### src/rtl/hsif_pkg.sv
package hsif_pkg;
    localparam int NCH        = 3;
    localparam int NREG       = 5;
    localparam int DW         = 8;
    localparam int AW         = 7;
    localparam int HDR_BITS   = 1 + AW;
    localparam int FRAME_BITS = HDR_BITS + DW;
    localparam int CNT_W      = $clog2(FRAME_BITS + 1);
    localparam int NSLOT      = NCH * NREG;
    localparam int CFG_W      = NSLOT * DW;

    typedef struct packed {
        logic             sclk_prev;
        logic [CNT_W-1:0] cnt;
        logic [AW:0]      hdr;
        logic [DW-2:0]    wsh;
        logic [DW-1:0]    rsh;
        logic             sdo;
        logic             oe;
        logic             wr;
        logic [DW-1:0]    wdata;
    } frame_st_t;

    function automatic logic addr_ok(input logic [AW-1:0] a);
        return (a[6:5] == 2'b00) && (int'(a[4:3]) < NCH) && (int'(a[2:0]) < NREG);
    endfunction

    function automatic int slot_of(input logic [AW-1:0] a);
        return int'(a[4:3]) * NREG + int'(a[2:0]);
    endfunction
endpackage

### src/rtl/hsif_sync.sv
module hsif_sync #(
    parameter int          WIDTH   = 4,
    parameter int          STAGES  = 2,
    parameter logic [WIDTH-1:0] RST_VAL = '0
) (
    input  logic             clk,
    input  logic             rst_n,
    input  logic [WIDTH-1:0] async_i,
    output logic [WIDTH-1:0] sync_o
);
    logic [WIDTH-1:0] stage_q [STAGES];
    logic [WIDTH-1:0] stage_d [STAGES];

    always_comb begin
        stage_d[0] = async_i;
        for (int s = 1; s < STAGES; s++) begin
            stage_d[s] = stage_q[s-1];
        end
    end

    genvar g;
    generate
        for (g = 0; g < STAGES; g++) begin : g_stage
            always_ff @(posedge clk or negedge rst_n) begin
                if (!rst_n) stage_q[g] <= RST_VAL;
                else        stage_q[g] <= stage_d[g];
            end
        end
    endgenerate

    assign sync_o = stage_q[STAGES-1];
endmodule

### src/rtl/hsif_frame.sv
module hsif_frame
    import hsif_pkg::*;
(
    input  logic          clk,
    input  logic          rst_n,
    input  logic          cs_n_i,
    input  logic          sclk_i,
    input  logic          sdi_i,
    input  logic [DW-1:0] rdata_i,
    output logic [AW-1:0] addr_o,
    output logic          wr_o,
    output logic [DW-1:0] wdata_o,
    output logic          sdo_o,
    output logic          sdo_oe_o
);
    localparam logic [CNT_W-1:0] HDR_CNT  = CNT_W'(HDR_BITS);
    localparam logic [CNT_W-1:0] LAST_CNT = CNT_W'(FRAME_BITS);

    frame_st_t q, n;
    logic rise, fall;

    always_comb begin
        n           = q;
        n.wr        = 1'b0;
        n.sclk_prev = sclk_i;
        rise        = sclk_i && !q.sclk_prev;
        fall        = !sclk_i && q.sclk_prev;
        if (cs_n_i) begin
            n.cnt = '0;
            n.hdr = '0;
            n.oe  = 1'b0;
            n.sdo = 1'b0;
        end else begin
            if (rise && (q.cnt < LAST_CNT)) begin
                n.cnt = q.cnt + 1'b1;
                if (q.cnt < HDR_CNT) begin
                    n.hdr = {q.hdr[AW-1:0], sdi_i};
                end else begin
                    n.wsh = {q.wsh[DW-3:0], sdi_i};
                    if ((q.cnt == LAST_CNT - 1'b1) && !q.hdr[AW]) begin
                        n.wr    = 1'b1;
                        n.wdata = {q.wsh, sdi_i};
                    end
                end
            end
            if (fall && q.hdr[AW] && (q.cnt >= HDR_CNT)) begin
                if (q.cnt == HDR_CNT) begin
                    n.sdo = rdata_i[DW-1];
                    n.rsh = {rdata_i[DW-2:0], 1'b0};
                    n.oe  = 1'b1;
                end else if (q.cnt < LAST_CNT) begin
                    n.sdo = q.rsh[DW-1];
                    n.rsh = {q.rsh[DW-2:0], 1'b0};
                end else begin
                    n.sdo = 1'b0;
                    n.oe  = 1'b0;
                end
            end
        end
    end

    always_ff @(posedge clk or negedge rst_n) begin
        if (!rst_n) q <= '0;
        else        q <= n;
    end

    assign addr_o   = q.hdr[AW-1:0];
    assign wr_o     = q.wr;
    assign wdata_o  = q.wdata;
    assign sdo_o    = q.sdo;
    assign sdo_oe_o = q.oe;

    // deselect turns the output driver off on the next clock
    p_oe_off_cs_r4: assert property (@(posedge clk) disable iff (!rst_n)
        cs_n_i |=> !sdo_oe_o);
    // the driver is only ever enabled for a read header
    p_oe_read_r9: assert property (@(posedge clk) disable iff (!rst_n)
        sdo_oe_o |-> q.hdr[AW]);
    // read data moves only on a falling serial edge
    p_sdo_hold_r3: assert property (@(posedge clk) disable iff (!rst_n)
        (sdo_oe_o && !fall && !cs_n_i) |=> $stable(sdo_o));
    // one write strobe per frame
    p_wr_pulse_r2: assert property (@(posedge clk) disable iff (!rst_n)
        wr_o |=> !wr_o);
endmodule

### src/rtl/hsif_regfile.sv
module hsif_regfile
    import hsif_pkg::*;
#(
    parameter logic [NREG*DW-1:0] REG_DEFAULT = 40'h03_40_00_10_81
) (
    input  logic             clk,
    input  logic             rst_n,
    input  logic             clear_n_i,
    input  logic             wr_i,
    input  logic [AW-1:0]    addr_i,
    input  logic [DW-1:0]    wdata_i,
    output logic [DW-1:0]    rdata_o,
    output logic [CFG_W-1:0] cfg_o
);
    logic [DW-1:0] regs_q [NSLOT];
    logic [DW-1:0] regs_d [NSLOT];
    logic          hit;

    function automatic logic [DW-1:0] dflt(input int s);
        return REG_DEFAULT[(s % NREG)*DW +: DW];
    endfunction

    always_comb begin
        hit = addr_ok(addr_i);
        for (int s = 0; s < NSLOT; s++) begin
            regs_d[s] = regs_q[s];
        end
        if (!clear_n_i) begin
            for (int s = 0; s < NSLOT; s++) begin
                regs_d[s] = dflt(s);
            end
        end else if (wr_i && hit) begin
            regs_d[slot_of(addr_i)] = wdata_i;
        end
        rdata_o = hit ? regs_q[slot_of(addr_i)] : '0;
    end

    always_ff @(posedge clk or negedge rst_n) begin
        if (!rst_n) begin
            for (int s = 0; s < NSLOT; s++) regs_q[s] <= dflt(s);
        end else begin
            for (int s = 0; s < NSLOT; s++) regs_q[s] <= regs_d[s];
        end
    end

    genvar c, r;
    generate
        for (c = 0; c < NCH; c++) begin : g_ch
            for (r = 0; r < NREG; r++) begin : g_reg
                assign cfg_o[(c*NREG + r)*DW +: DW] = regs_q[c*NREG + r];
            end
        end
    endgenerate

    // no strobe, no register change
    p_hold_r5: assert property (@(posedge clk) disable iff (!rst_n)
        (!wr_i && clear_n_i) |=> $stable(cfg_o));
    // unmapped writes leave everything as it was
    p_unmapped_r6: assert property (@(posedge clk) disable iff (!rst_n)
        (wr_i && !addr_ok(addr_i) && clear_n_i) |=> $stable(cfg_o));
    // register reset restores the defaults
    p_defaults_r7: assert property (@(posedge clk) disable iff (!rst_n)
        !clear_n_i |=> (cfg_o == {NCH{REG_DEFAULT}}));
endmodule

### src/rtl/hsif_top.sv
module hsif_top
    import hsif_pkg::*;
(
    input  logic             clk,
    input  logic             rst_n,
    input  logic             reg_rst_n,
    input  logic             host_cs_n,
    input  logic             host_sclk,
    input  logic             host_sdi,
    output logic             host_sdo,
    output logic             host_sdo_en,
    output logic [CFG_W-1:0] cfg_bits
);
    logic [3:0]    pins_s;
    logic [AW-1:0] addr;
    logic          wr;
    logic [DW-1:0] wdata, rdata;

    hsif_sync #(.WIDTH(4), .STAGES(2), .RST_VAL(4'b1100)) u_sync (
        .clk     (clk),
        .rst_n   (rst_n),
        .async_i ({reg_rst_n, host_cs_n, host_sclk, host_sdi}),
        .sync_o  (pins_s)
    );

    hsif_frame u_frame (
        .clk      (clk),
        .rst_n    (rst_n),
        .cs_n_i   (pins_s[2]),
        .sclk_i   (pins_s[1]),
        .sdi_i    (pins_s[0]),
        .rdata_i  (rdata),
        .addr_o   (addr),
        .wr_o     (wr),
        .wdata_o  (wdata),
        .sdo_o    (host_sdo),
        .sdo_oe_o (host_sdo_en)
    );

    hsif_regfile u_regs (
        .clk       (clk),
        .rst_n     (rst_n),
        .clear_n_i (pins_s[3]),
        .wr_i      (wr),
        .addr_i    (addr),
        .wdata_i   (wdata),
        .rdata_o   (rdata),
        .cfg_o     (cfg_bits)
    );
endmodule

### config.mk
export PLATFORM = sky130hd
export DESIGN_NAME = hsif_top
export DESIGN_NICKNAME = d
export VERILOG_FILES = /design/src/rtl/hsif_pkg.sv /design/src/rtl/hsif_sync.sv /design/src/rtl/hsif_frame.sv /design/src/rtl/hsif_regfile.sv /design/src/rtl/hsif_top.sv
export SDC_FILE = /design/constraint.sdc
export NUM_CORES = 1
export LEC_CHECK = 0
export BUFFER_PORTS_ARGS = -buffer_cell sky130_fd_sc_hd__buf_4
export CORE_MARGIN = 4
export CORE_UTILIZATION = 50
export CTS_BUF_LIST = sky130_fd_sc_hd__clkbuf_4
export DETAILED_ROUTE_END_ITERATION = 8
export PLACE_DENSITY = 0.79
export SYNTH_ARGS = -nofsm -noshare
export SYNTH_HDL_FRONTEND = slang
export SYNTH_SLANG_ARGS = --single-unit
### constraint.sdc
create_clock -name clk -period 3.7 [get_ports clk]
set_input_delay 0.185 -clock clk [delete_from_list [all_inputs] [get_ports clk]]
set_output_delay 0.185 -clock clk [all_outputs]
set_load 0.005 [all_outputs]
After elaboration in Yosys (flattened, before gate mapping)
Index checks and enable logic that the tools add are counted.
{"block": "word_totals", "inputBits": 6, "wordCells": 89, "regBits": 168, "out_inout_bits": 122}
{"block": "classes", "eq_ne": 4, "n_mux": 23, "addsub": 2, "n_lt_le_gt_ge": 7, "n_mul": 1, "bitwise": 3, "reduce_logical": 23}
{"operator": "$mux W120", "n": 2}
{"operator": "$bwmux W120", "n": 1}
{"operator": "$mux W8", "n": 6}
{"operator": "$mux W9", "n": 4}
{"operator": "$add A32 B4 Y32", "n": 1}
{"operator": "$bmux W8 S4", "n": 1}
{"operator": "$demux W8 S4", "n": 1}
{"operator": "$ge A32 B5 Y1 const B", "n": 1}
{"operator": "$lt A32 B1 Y1 const B", "n": 1}
{"operator": "$not A32 Y32", "n": 1}
{"operator": "$mux W20", "n": 1}
{"operator": "$mux W13", "n": 1}
{"operator": "$eq A5 B4 Y1 const B", "n": 2}
{"operator": "$logic_and A1 B1 Y1", "n": 10}
{"operator": "$mux W10", "n": 1}
{"operator": "$reduce_bool A2 Y1", "n": 4}
{"operator": "$mux W7", "n": 1}
{"operator": "$reduce_and A3 Y1", "n": 2}
{"operator": "$add A5 B1 Y5 const B", "n": 1}
{"operator": "$ge A5 B4 Y1 const B", "n": 1}
{"operator": "$lt A5 B4 Y1 const B", "n": 1}
{"operator": "$lt A5 B5 Y1 const B", "n": 1}
{"operator": "$mul A2 B3 Y5 const B", "n": 1}
{"operator": "$mux W2", "n": 2}
{"operator": "other kinds (10)", "n": 15}

Depth between registers and ports, before layout
Gate-level depths: netlist of run 1.
{"block": "logic_depth", "word_depth": 10, "depth_mapped": 8, "ltp_nobuf": 6}

Cells and area by module
A second synthesis of run 1 with hierarchy kept.
{"block": "hier_totals", "cells_unflattened": 697, "area_unflattened_um2": 8399.3}
{"module": "hsif_regfile", "n_inst": 1, "seq_area_each_um2": 3025.4, "cells_per_inst": 535, "area_per_inst_um2": 6346.1}
{"module": "hsif_frame", "n_inst": 1, "seq_area_each_um2": 975.9, "cells_per_inst": 154, "area_per_inst_um2": 1848.0}
{"module": "hsif_sync", "n_inst": 1, "seq_area_each_um2": 205.2, "cells_per_inst": 8, "area_per_inst_um2": 205.2}

Least setup slack after synthesis of run 1
Ideal clock, no wire load.
{"block": "synth_timing", "path_type": "flip-flop to flip-flop", "startpoint": "register u_frame.q (netlist bit u_frame.addr_o[3])", "endpoint": "register u_regs.regs_q (netlist bit u_regs.cfg_o[70])", "period_less_slack_ps": 2783, "t_arrival_ps": 2708, "setup_ps": 75, "slack_ps": 917, "path_buffers": 2, "path_stages_with_launch": 8, "required_time_ps": 3625, "cell_sequence": "dfrtp_1 ha_1 fa_1 clkbuf_1 or4_1 buf_4 nor4_4 mux2i_1"}
{"block": "synth_between", "elab_chain_cells": 10, "word_cells_on_any_way": 16, "cone_classes": "add/sub (1); mul (1); order compare (3); eq/ne (1); mux (5); bitwise (1); reduce/logical (4)"}
{"element": "start, declared", "line_no": "hsif_frame.sv:19", "rtl": "frame_st_t q, n;"}
{"element": "start signal, assigned", "line_no": "hsif_frame.sv:64", "rtl": "else q <= n;"}
{"element": "$mul A2 B3 Y5", "line_no": "hsif_pkg.sv:29", "rtl": "return int'(a[4:3]) * NREG + int'(a[2:0]);"}
{"element": "$add A32 B4 Y32", "line_no": "hsif_pkg.sv:29"}
{"element": "$not A32 Y32 (not written as such)", "line_no": "hsif_regfile.sv:33", "rtl": "regs_d[slot_of(addr_i)] = wdata_i;"}
{"element": "$ge A32 B5 Y1 (not written as such) / $lt A32 B1 Y1 (equally long branches)", "line_no": "hsif_regfile.sv:33"}
{"element": "$logic_and A1 B1 Y1 (not written as such)", "line_no": "hsif_regfile.sv:33"}
{"element": "$mux W8 (not written as such)", "line_no": "hsif_regfile.sv:33"}
{"element": "$demux W8 S4", "line_no": "hsif_regfile.sv:33"}
{"element": "$bwmux W120", "line_no": "hsif_regfile.sv:33"}
{"element": "$mux W120", "line_no": "hsif_regfile.sv:32", "rtl": "end else if (wr_i && hit) begin"}
{"element": "$mux W120", "line_no": "hsif_regfile.sv:28", "rtl": "if (!clear_n_i) begin"}
{"element": "end, declared", "line_no": "hsif_regfile.sv:15", "rtl": "logic [DW-1:0] regs_q [NSLOT];"}
Parallel ways exist; a longest one is shown, timed or not. The select of a mux whose other input is x is not followed.
A chain may end at the register's enable or synchronous reset.

Worst setup path in the final report of run 1
{"block": "layout_timing", "startpoint": "register u_frame.q (netlist bit u_frame.addr_o[3])", "endpoint": "register u_regs.regs_q (netlist bit u_regs.cfg_o[87])"}
The elaborated chain is that of the path after synthesis.

==> impl_metrics.yaml, run 1 <==
outcome:
  status: "complete, no violations"
pwr:
  power_density_nw_per_um2: 306
  ir_worst_vdd_uv: 188
  leakage_nw: 4.27
cells_and_area:
  instances_no_fill: 1034
  mostFrequentLayoutCell: "dfrtp_1"
  drive_gt1_share_pct: 33.0
  synthToLayoutAreaGrowth_pct: 17.6
  finalNetCount: 813
  layout.cells.most_common_list: "dfrtp_1 (145), mux2i_1 (142), buf_4 (139)"
floorplan:
  die_y_microns: 137
  coreArea_sq_um: 16500
  ioPinCount: 128
  initial_core_util_pct: 50.7
  num_rows: 47
  die_width_microns: 137
  die_area_sq_um: 18900
sta:
  tns_ps: 0
  fmax_ghz: 0.329
  report.final.slew_viol_count: 0
  hold_violations: 0
  worst-slew-pin-transition_ps: 1010
  finalSetupViolCount: 0
  slew-limit-headroom_pct: 32.8
  fin_crit_sh_pct: 82.2
  finClkSkew_ps: 27.9
  rsz0062_at_grt: "no"
  fin_crit_ps: 3040
clock_network:
  cts-resized-gates: 0
  cts_made_buffers: 17
  clk_path_buf_depth: 2
  h-tree-depth: 4
  cts.sinks: 167
  cts_tree: "built"
  cts.clk_slew.worst_paths_ps: 130
  cts-root-buf: "clkbuf_4"
  worstSkewPairLatency_ps: 590
synthesis:
  synth-edff-count: 0
  syn-cell-area_sq_um: 8380
  avgSynthCellArea_sq_um: 12.3
  seq_area_frac_synth_pct: 50.2
  ys_ff_latch: 167
  synth_top_area_share_pct: 43.3
  yosysUniqueCellTypes: 55
  synth_nets: 696
  synth_flop_cell: "dfrtp_1"
  ys_warn_count: 0
  synthTopCellsByArea: "dfrtp_1 (43%), mux2i_1 (17%), dfstp_2 (6.9%), mux4_2 (6.5%), nand2_1 (5.8%)"
  synth_top_area_cell: "dfrtp_1"
  synth_cells: 683
  ys_async_sr_fraction_pct: 100
critical_path:
  crit_path_end_kind: "flip-flop"
  crit_path_start_kind: "flip-flop"
  cp_max_fo: 11
  cp.arrival_ps: 3550
  reg2reg_depth: 6
  crit_type: "reg -> reg"
  crit_required_ps: 4210
routing:
  wl_per_cell_microns: 22.0
  firstDrtPassIters: 5
  via_count: 6202
  detail-route-antenna-nets: 0
  drt_wl_total_microns: 22800
  drc: 0
  drtIter0Drc: 457
  vias_per_cell: 6.00
global_routing:
  grt_first_pass_wirelength_microns: 35100
  grt_pass1_vias: 6148
  overflow: 0
  grt_max_degree: 111
  antenna_found_initial: 1
  grt_usage_pct: 24.8
placement:
  dp.cells: 996
  port_buffers: 127
  dp_hpwl_microns: 15800
  place_congestion: 0.858
run:
  maxCapViolations: 0
min_path:
  whs_path_depth: 2
  hp-class: "in -> reg"
[metrics by stage]
step	area, sq um	util [%]	hold slack [ps]	total power [mW]	setup slack (ps)
floorplan	8380	-	-111	1.95	917
global placement	9540	57.7	294	2.01	829
detailed placement	9540	57.7	294	2.01	721
CTS	9850	59.6	214	3.02	709
global route	9860	59.6	245	3.12	539
finish	9860	59.6	251	3.01	659
[routing by layer]
layer	wire length, microns	vias to the layer above	track usage [%]	part of all wire [%]
li1	-	2667	-	-
met1	9300	3190	33.1	41
met2	11400	302	41.1	50
met3	1620	43	4.24	7.1
met4	417	0	8.37	1.8
met5	0	-	0	0
[sequential cells by signal (all words and copies together) (netlist names)]
register and cells:
u_frame.wdata_o 8, u_frame.sdo_o 1, u_frame.q 21, u_sync.stage_d 4, u_sync.sync_o 4, u_regs.cfg_o 120
u_frame.addr_o 7, u_frame.sdo_oe_o 1, u_frame.wr_o 1
[final timing paths]
| path | start | to | slack, ps |
|---|---|---|---|
| worst max-delay path | u_frame.addr_o[3] | u_regs.cfg_o[87] | 660 |
| worst min-delay path | reg_rst_n | u_sync.stage_d[3] | 250 |
| worst max register to register | u_frame.addr_o[3] | u_regs.cfg_o[87] | 660 |
| worst min register to register | u_sync.stage_d[0] | u_sync.sync_o[0] | 360 |
| max in group asynchronous | rst_n | u_regs.cfg_o[40] | 2480 |
| min in group asynchronous | rst_n | u_frame.q[34] | 290 |
[synth_stat cells (all sizes together) (7+ instances only)]
| master | instances |
|---|---|
| mux2i | 142 |
| nor2b | 27 |
| o211ai | 7 |
| a21oi | 12 |
| mux2 | 24 |
| clkbuf | 34 |
| nand2 | 129 |
| nor4 | 8 |
| dfstp | 22 |
| nand2b | 9 |
| buf | 14 |
| mux4 | 24 |
| nor2 | 7 |
| a211oi | 8 |
| dfrtp | 145 |
[critical path, cell delays in order (launching register included)]
cell and delay, ps:
dfrtp_1 470, ha_2 230, fa_1 550, buf_4 230, nand4b_1 370, nor4_4 800
mux2i_1 310
[where the power goes]
part	switching, mW	internal (mW)
registers	0.0194	1.84
logic	0.0832	0.0432
clock network	0.674	0.357
total	0.777	2.24
[layout make-up]
| type | count | area (sq um) |
|---|---|---|
| fill | 1294 | 6670 |
| sequential | 167 | 4210 |
| multi-input combinational | 463 | 3960 |
| timing repair buffer | 146 | 1120 |
| tap | 220 | 275 |
| clock buffer | 19 | 143 |
| clock inverter | 13 | 124 |
| inverter | 5 | 18.8 |
| antenna | 1 | 2.50 |
[repair_timing]
action,in CTS,in global routing
endpoints found under the hold margin,102,0
buffers inserted,0,0
hold buffers,5,0
[logic make-up (layout without fill, tap and decap cells)]
logic type | count (synthesis) | count (layout) | synth area share (%)
simple gates | 206 | 206 | 13.2
mux | 190 | 190 | 26.6
flops | 167 | 167 | 50.2
compound gates | 56 | 56 | 5.61
buf+inv | 53 | 183 | 2.60
fa+ha+maj | 7 | 7 | 1.13
xor+xnor | 4 | 4 | 0.642
other cells | 0 | 1 | 0
No activity file was read; power rests on OpenSTA's default activity.
==> run 2: changes to the inputs <==
Clock period 3.7 ns to 3.2 ns, I/O delays scaled along.
==> run 2 against run 1 <==
- hold slack worse by 57 ps
- routed wire length fell by 0.16%
- clock skew shrank 8.3 ps
- die area did not move
- flip-flop and latch count is the same
- largest cell class unchanged
- total power grew 22%
- critical path depth up 1
- register-to-register slack got worse by 290 ps
==> impl_metrics.yaml, run 2 (synthesis results as in run 1) <==
sta:
  report.final.slew_viol_count: 0
  slew-limit-headroom_pct: 46.2
  worst-slew-pin-transition_ps: 804
  rsz0062_at_grt: "no"
  fmax_ghz: 0.353
  hold_violations: 0
  worst_hold_slack_ps: 194
  finalSetupViolCount: 0
  tns_ps: 0
  fin_crit_sh_pct: 88.6
  finClkSkew_ps: 19.7
  fin_ws_ps: 365
  fin_crit_ps: 2830
routing:
  drtIter0Drc: 566
  drt_wl_total_microns: 22700
  via_count: 6145
  vias_per_cell: 5.86
  firstDrtPassIters: 5
  drc: 0
  detail-route-antenna-nets: 0
  wl_per_cell_microns: 21.7
pwr:
  power_density_nw_per_um2: 365
  p_total_mw: 3.66
  ir_worst_vdd_uv: 225
  leakage_nw: 4.36
global_routing:
  grt_usage_pct: 25.0
  grt_first_pass_wirelength_microns: 35800
  antenna_found_initial: 1
  grt_max_degree: 88
  grt_pass1_vias: 6265
  overflow: 0
floorplan:
  ioPinCount: 128
  die_y_microns: 137
  die_width_microns: 137
  num_rows: 47
  die_area_sq_um: 18900
  coreArea_sq_um: 16500
  initial_core_util_pct: 50.7
run:
  maxCapViolations: 0
cells_and_area:
  layout.cells.most_common_list: "buf_4 (152), dfrtp_1 (145), mux2i_1 (142)"
  synthToLayoutAreaGrowth_pct: 19.6
  drive_gt1_share_pct: 33.6
  n_fill_cell: 1301
  fin_area_sq_um: 10000
  instances_no_fill: 1048
  finalNetCount: 827
  largest_register_ffs: 120
  utilization_pct: 60.6
  mostFrequentLayoutCell: "buf_4"
clock_network:
  cts_made_buffers: 17
  clk_path_buf_depth: 2
  h-tree-depth: 4
  worstSkewPairLatency_ps: 580
  cts-root-buf: "clkbuf_4"
  cts_tree: "built"
  cts.clk_slew.worst_paths_ps: 130
  post_cts_buffers: 0
  cts.sinks: 167
placement:
  place_ws_ps: 415
  dp.cells: 1010
  place_area_sq_um: 9650
  dp_hpwl_microns: 16100
  port_buffers: 127
  place_congestion: 0.923
critical_path:
  cp.arrival_ps: 3320
  critPathBufInv: 1
  crit_path_end_kind: "flip-flop"
  crit_required_ps: 3690
  cp_cell_sequence: "ha_2, fa_1, xor2_4, nand3b_2, a211oi_4, buf_4, mux2i_1"
  critPathTopFamily: "adder cells"
  worst_path_largest_cell_delay_ps: 490
  crit_path_start_kind: "flip-flop"
  crit_type: "reg -> reg"
  startpoint: "u_frame.addr_o[3]"
  crit_slowest_cell: "fa_1"
  cp_max_fo: 12
  reg2reg_from: "u_frame.addr_o[3]"
min_path:
  hp-class: "in -> async"
outcome:
  status: "complete, no violations"
==> run 2: changes by cell type in the layout (fill, tap and decap cells not counted), sizes merged <==
cell	delta
inv	-1
buf	+14
clkinv	-2
clkinvlp	+1
clkbuf	-1
bufinv	+3
==> run 2: area by class of cell <==
cell class                      count  area (sq um)  share of cell area (%)
Sequential cell                   167          4210                    42.0
Tap cell                          220           275                    2.75
Antenna cell                        1          2.50                  0.0250
Inverter                            5          18.8                   0.187
Timing Repair Buffer              160          1240                    12.4
Multi-Input combinational cell    463          3960                    39.5
Clock buffer                       18           135                    1.35
Clock inverter                     14           180                    1.80
==> run 2: path summary, 6_finish.rpt <==
check | to | slack [ps] | cells past startpoint
worst max-delay path | u_regs.cfg_o[45] | 370 | 7
worst min-delay path | u_frame.q[38] | 190 | 2
worst max register to register | u_regs.cfg_o[45] | 370 | 7
worst min register to register | u_sync.sync_o[2] | 370 | 0
max in group asynchronous | u_regs.cfg_o[32] | 2060 | 3
min in group clk | u_sync.stage_d[1] | 230 | 2
==> run 2: report_power, final <==
| part | leakage (nW) | internal [mW] | switching, mW |
|---|---|---|---|
| clock | 0.161 | 0.621 | 0.746 |
| combinational | 1.95 | 0.0511 | 0.0999 |
| sequential | 2.25 | 2.12 | 0.0195 |
==> run 2: timing repair <==
item,CTS,global route
endpoints found under the hold margin,74,0
resized for setup,0,0
hold buffers,5,0
==> run 2: layer usage <==
layer,share of wire [%],track usage (%),up-vias
met5,0,0,-
met4,1.8,7.98,0
met3,6.5,5.22,29
met2,51,41.6,244
met1,40,33.0,3175
li1,-,-,2697
==> run 3: changes to the inputs <==
--- a/config.mk
+++ b/config.mk
@@ -7,9 +7,11 @@
 export LEC_CHECK = 0
 export BUFFER_PORTS_ARGS = -buffer_cell sky130_fd_sc_hd__buf_4
+export CELL_PAD_IN_SITES_DETAIL_PLACEMENT = 0
+export CELL_PAD_IN_SITES_GLOBAL_PLACEMENT = 1
 export CORE_MARGIN = 4
-export CORE_UTILIZATION = 50
+export CORE_UTILIZATION = 48
 export CTS_BUF_LIST = sky130_fd_sc_hd__clkbuf_4
 export DETAILED_ROUTE_END_ITERATION = 8
-export PLACE_DENSITY = 0.79
+export PLACE_DENSITY = 0.9
 export SYNTH_ARGS = -nofsm -noshare
 export SYNTH_HDL_FRONTEND = slang
==> constraint.sdc (replaced) <==
create_clock -name clk -period 2.92 [get_ports clk]
set_input_delay 0.438 -clock clk [delete_from_list [all_inputs] [get_ports clk]]
set_output_delay 0.438 -clock clk [all_outputs]
set_load 0.005 [all_outputs]
==> run 3 against run 2 <==
- total power up 0.38%
- largest cell class unchanged
- sequential share of layout area up 0.17 points
- cell area down 0.40%
- cell count up 1.0%
==> impl_metrics.yaml, run 3 (synthesis results as in run 1) <==
outcome:
  status: "complete, no violations"
pwr:
  ir_worst_vdd_uv: 230
  p_total_mw: 3.67
  leakage_nw: 4.35
  power_density_nw_per_um2: 368
routing:
  drt_wl_total_microns: 22800
  wl_per_cell_microns: 21.6
  vias_per_cell: 5.74
  via_count: 6076
  detail-route-antenna-nets: 0
  drtIter0Drc: 519
  drc: 0
  firstDrtPassIters: 5
sta:
  fmax_ghz: 0.364
  fin_ws_ps: 175
  slew-limit-headroom_pct: 47.0
  hold_violations: 0
  finClkSkew_ps: 18.7
  report.final.slew_viol_count: 0
  rsz0062_at_grt: "no"
  finalSetupViolCount: 0
  fin_crit_sh_pct: 94.0
  tns_ps: 0
  worst-slew-pin-transition_ps: 794
  fin_crit_ps: 2740
clock_network:
  h-tree-depth: 4
  cts.clk_slew.worst_paths_ps: 140
  worstSkewPairLatency_ps: 570
  clk_path_buf_depth: 2
  cts-root-buf: "clkbuf_4"
  cts.sinks: 167
  cts_made_buffers: 17
  post_cts_buffers: 0
  cts_tree: "built"
cells_and_area:
  mostFrequentLayoutCell: "buf_4"
  synthToLayoutAreaGrowth_pct: 19.1
  instances_no_fill: 1059
  n_fill_cell: 1462
  finalNetCount: 833
  multi_input_area_sq_um: 3960
  regArea_sq_um: 4210
  utilization_pct: 58.1
  drive_gt1_share_pct: 34.5
  largest_register_ffs: 120
  layout.cells.most_common_list: "buf_4 (158), dfrtp_1 (145), mux2i_1 (142)"
global_routing:
  met2_usage_pct: 38.8
  antenna_found_initial: 1
  grt-busiest-layer: "met2"
  grtUsageMet3_pct: 5.29
  grt_usage_pct: 23.8
  grt_max_degree: 74
  overflow: 0
  grtUsageMet1_pct: 32.1
  grt_pass1_vias: 6271
  grt_first_pass_wirelength_microns: 36300
placement:
  port_buffers: 127
  place_ws_ps: 222
  dp.cells: 1021
  dp_hpwl_microns: 16400
  place_congestion: 0.874
critical_path:
  crit_type: "reg -> reg"
  crit_path_end_kind: "flip-flop"
  cp.arrival_ps: 3230
  cp_max_fo: 8
  crit_required_ps: 3410
  crit_path_start_kind: "flip-flop"
floorplan:
  num_rows: 48
  die_area_sq_um: 19600
  initial_core_util_pct: 48.8
  die_y_microns: 140
  die_width_microns: 140
  ioPinCount: 128
  coreArea_sq_um: 17200
min_path:
  hp-class: "reg -> reg"
run:
  maxCapViolations: 0
-- run 3: cell types whose count changed in the layout (fill, tap and decap cells not counted), sizes merged --
cell / change
buf: +6
clkbuf: +1
bufinv: -4
clkinv: +2
clkinvlp: +1
-- run 3: power by group --
part	switching [mW]	internal (mW)
Sequential	0.0228	2.33
Clock	0.812	0.347
Combinational	0.108	0.0587
Total	0.942	2.73
-- run 3: routing by layer --
| metal | vias to the layer above | wire [microns] | part of all wire (%) |
|---|---|---|---|
| met5 | - | 0 | 0 |
| met4 | 0 | 442 | 1.9 |
| met3 | 31 | 1240 | 5.4 |
| met2 | 197 | 11300 | 49 |
| met1 | 3142 | 9890 | 43 |
| li1 | 2706 | - | - |
-- run 3: layout make-up --
class / instances / share of cell area [%]
Clock inverter: 13 / 0.815
Antenna cell: 1 / 0.0251
Inverter: 5 / 0.188
Tap cell: 225 / 2.82
Timing Repair Buffer: 166 / 12.9
Sequential cell: 167 / 42.2
Clock buffer: 19 / 1.43
Multi-Input combinational cell: 463 / 39.6
-- run 3: repair_timing --
action | CTS | global route
resized for setup | 0 | 0
endpoints found under the hold margin | 57 | 0
hold buffers | 5 | 0
-- run 3: per-stage QoR --
step	instance area (sq um)	hold WS, ps
after global routing	9980	370
after CTS	9980	368
after detailed placement	9710	342
after floorplan	8380	142
final	9980	365
after global placement	9710	340
-- run 3: worst paths after layout --
path	from	endpoint	slack (ps)	cells past startpoint
min reg2reg	u_sync.stage_d[2]	u_sync.sync_o[2]	360	0
max reg2reg	u_frame.addr_o[3]	u_regs.cfg_o[7]	180	6
max in group asynchronous	rst_n	u_sync.stage_d[3]	1610	3
min in group asynchronous	rst_n	u_frame.q[33]	420	2
max	u_frame.addr_o[3]	u_regs.cfg_o[7]	180	6
min	u_sync.stage_d[2]	u_sync.sync_o[2]	360	0
-- run 3: worst max-delay path, cell delays in order (launching register included) --
cell      delay [ps]
dfrtp_1          470
ha_2             230
fa_1             480
or4_1            750
a211oi_4         280
buf_4            230
mux2i_1          230
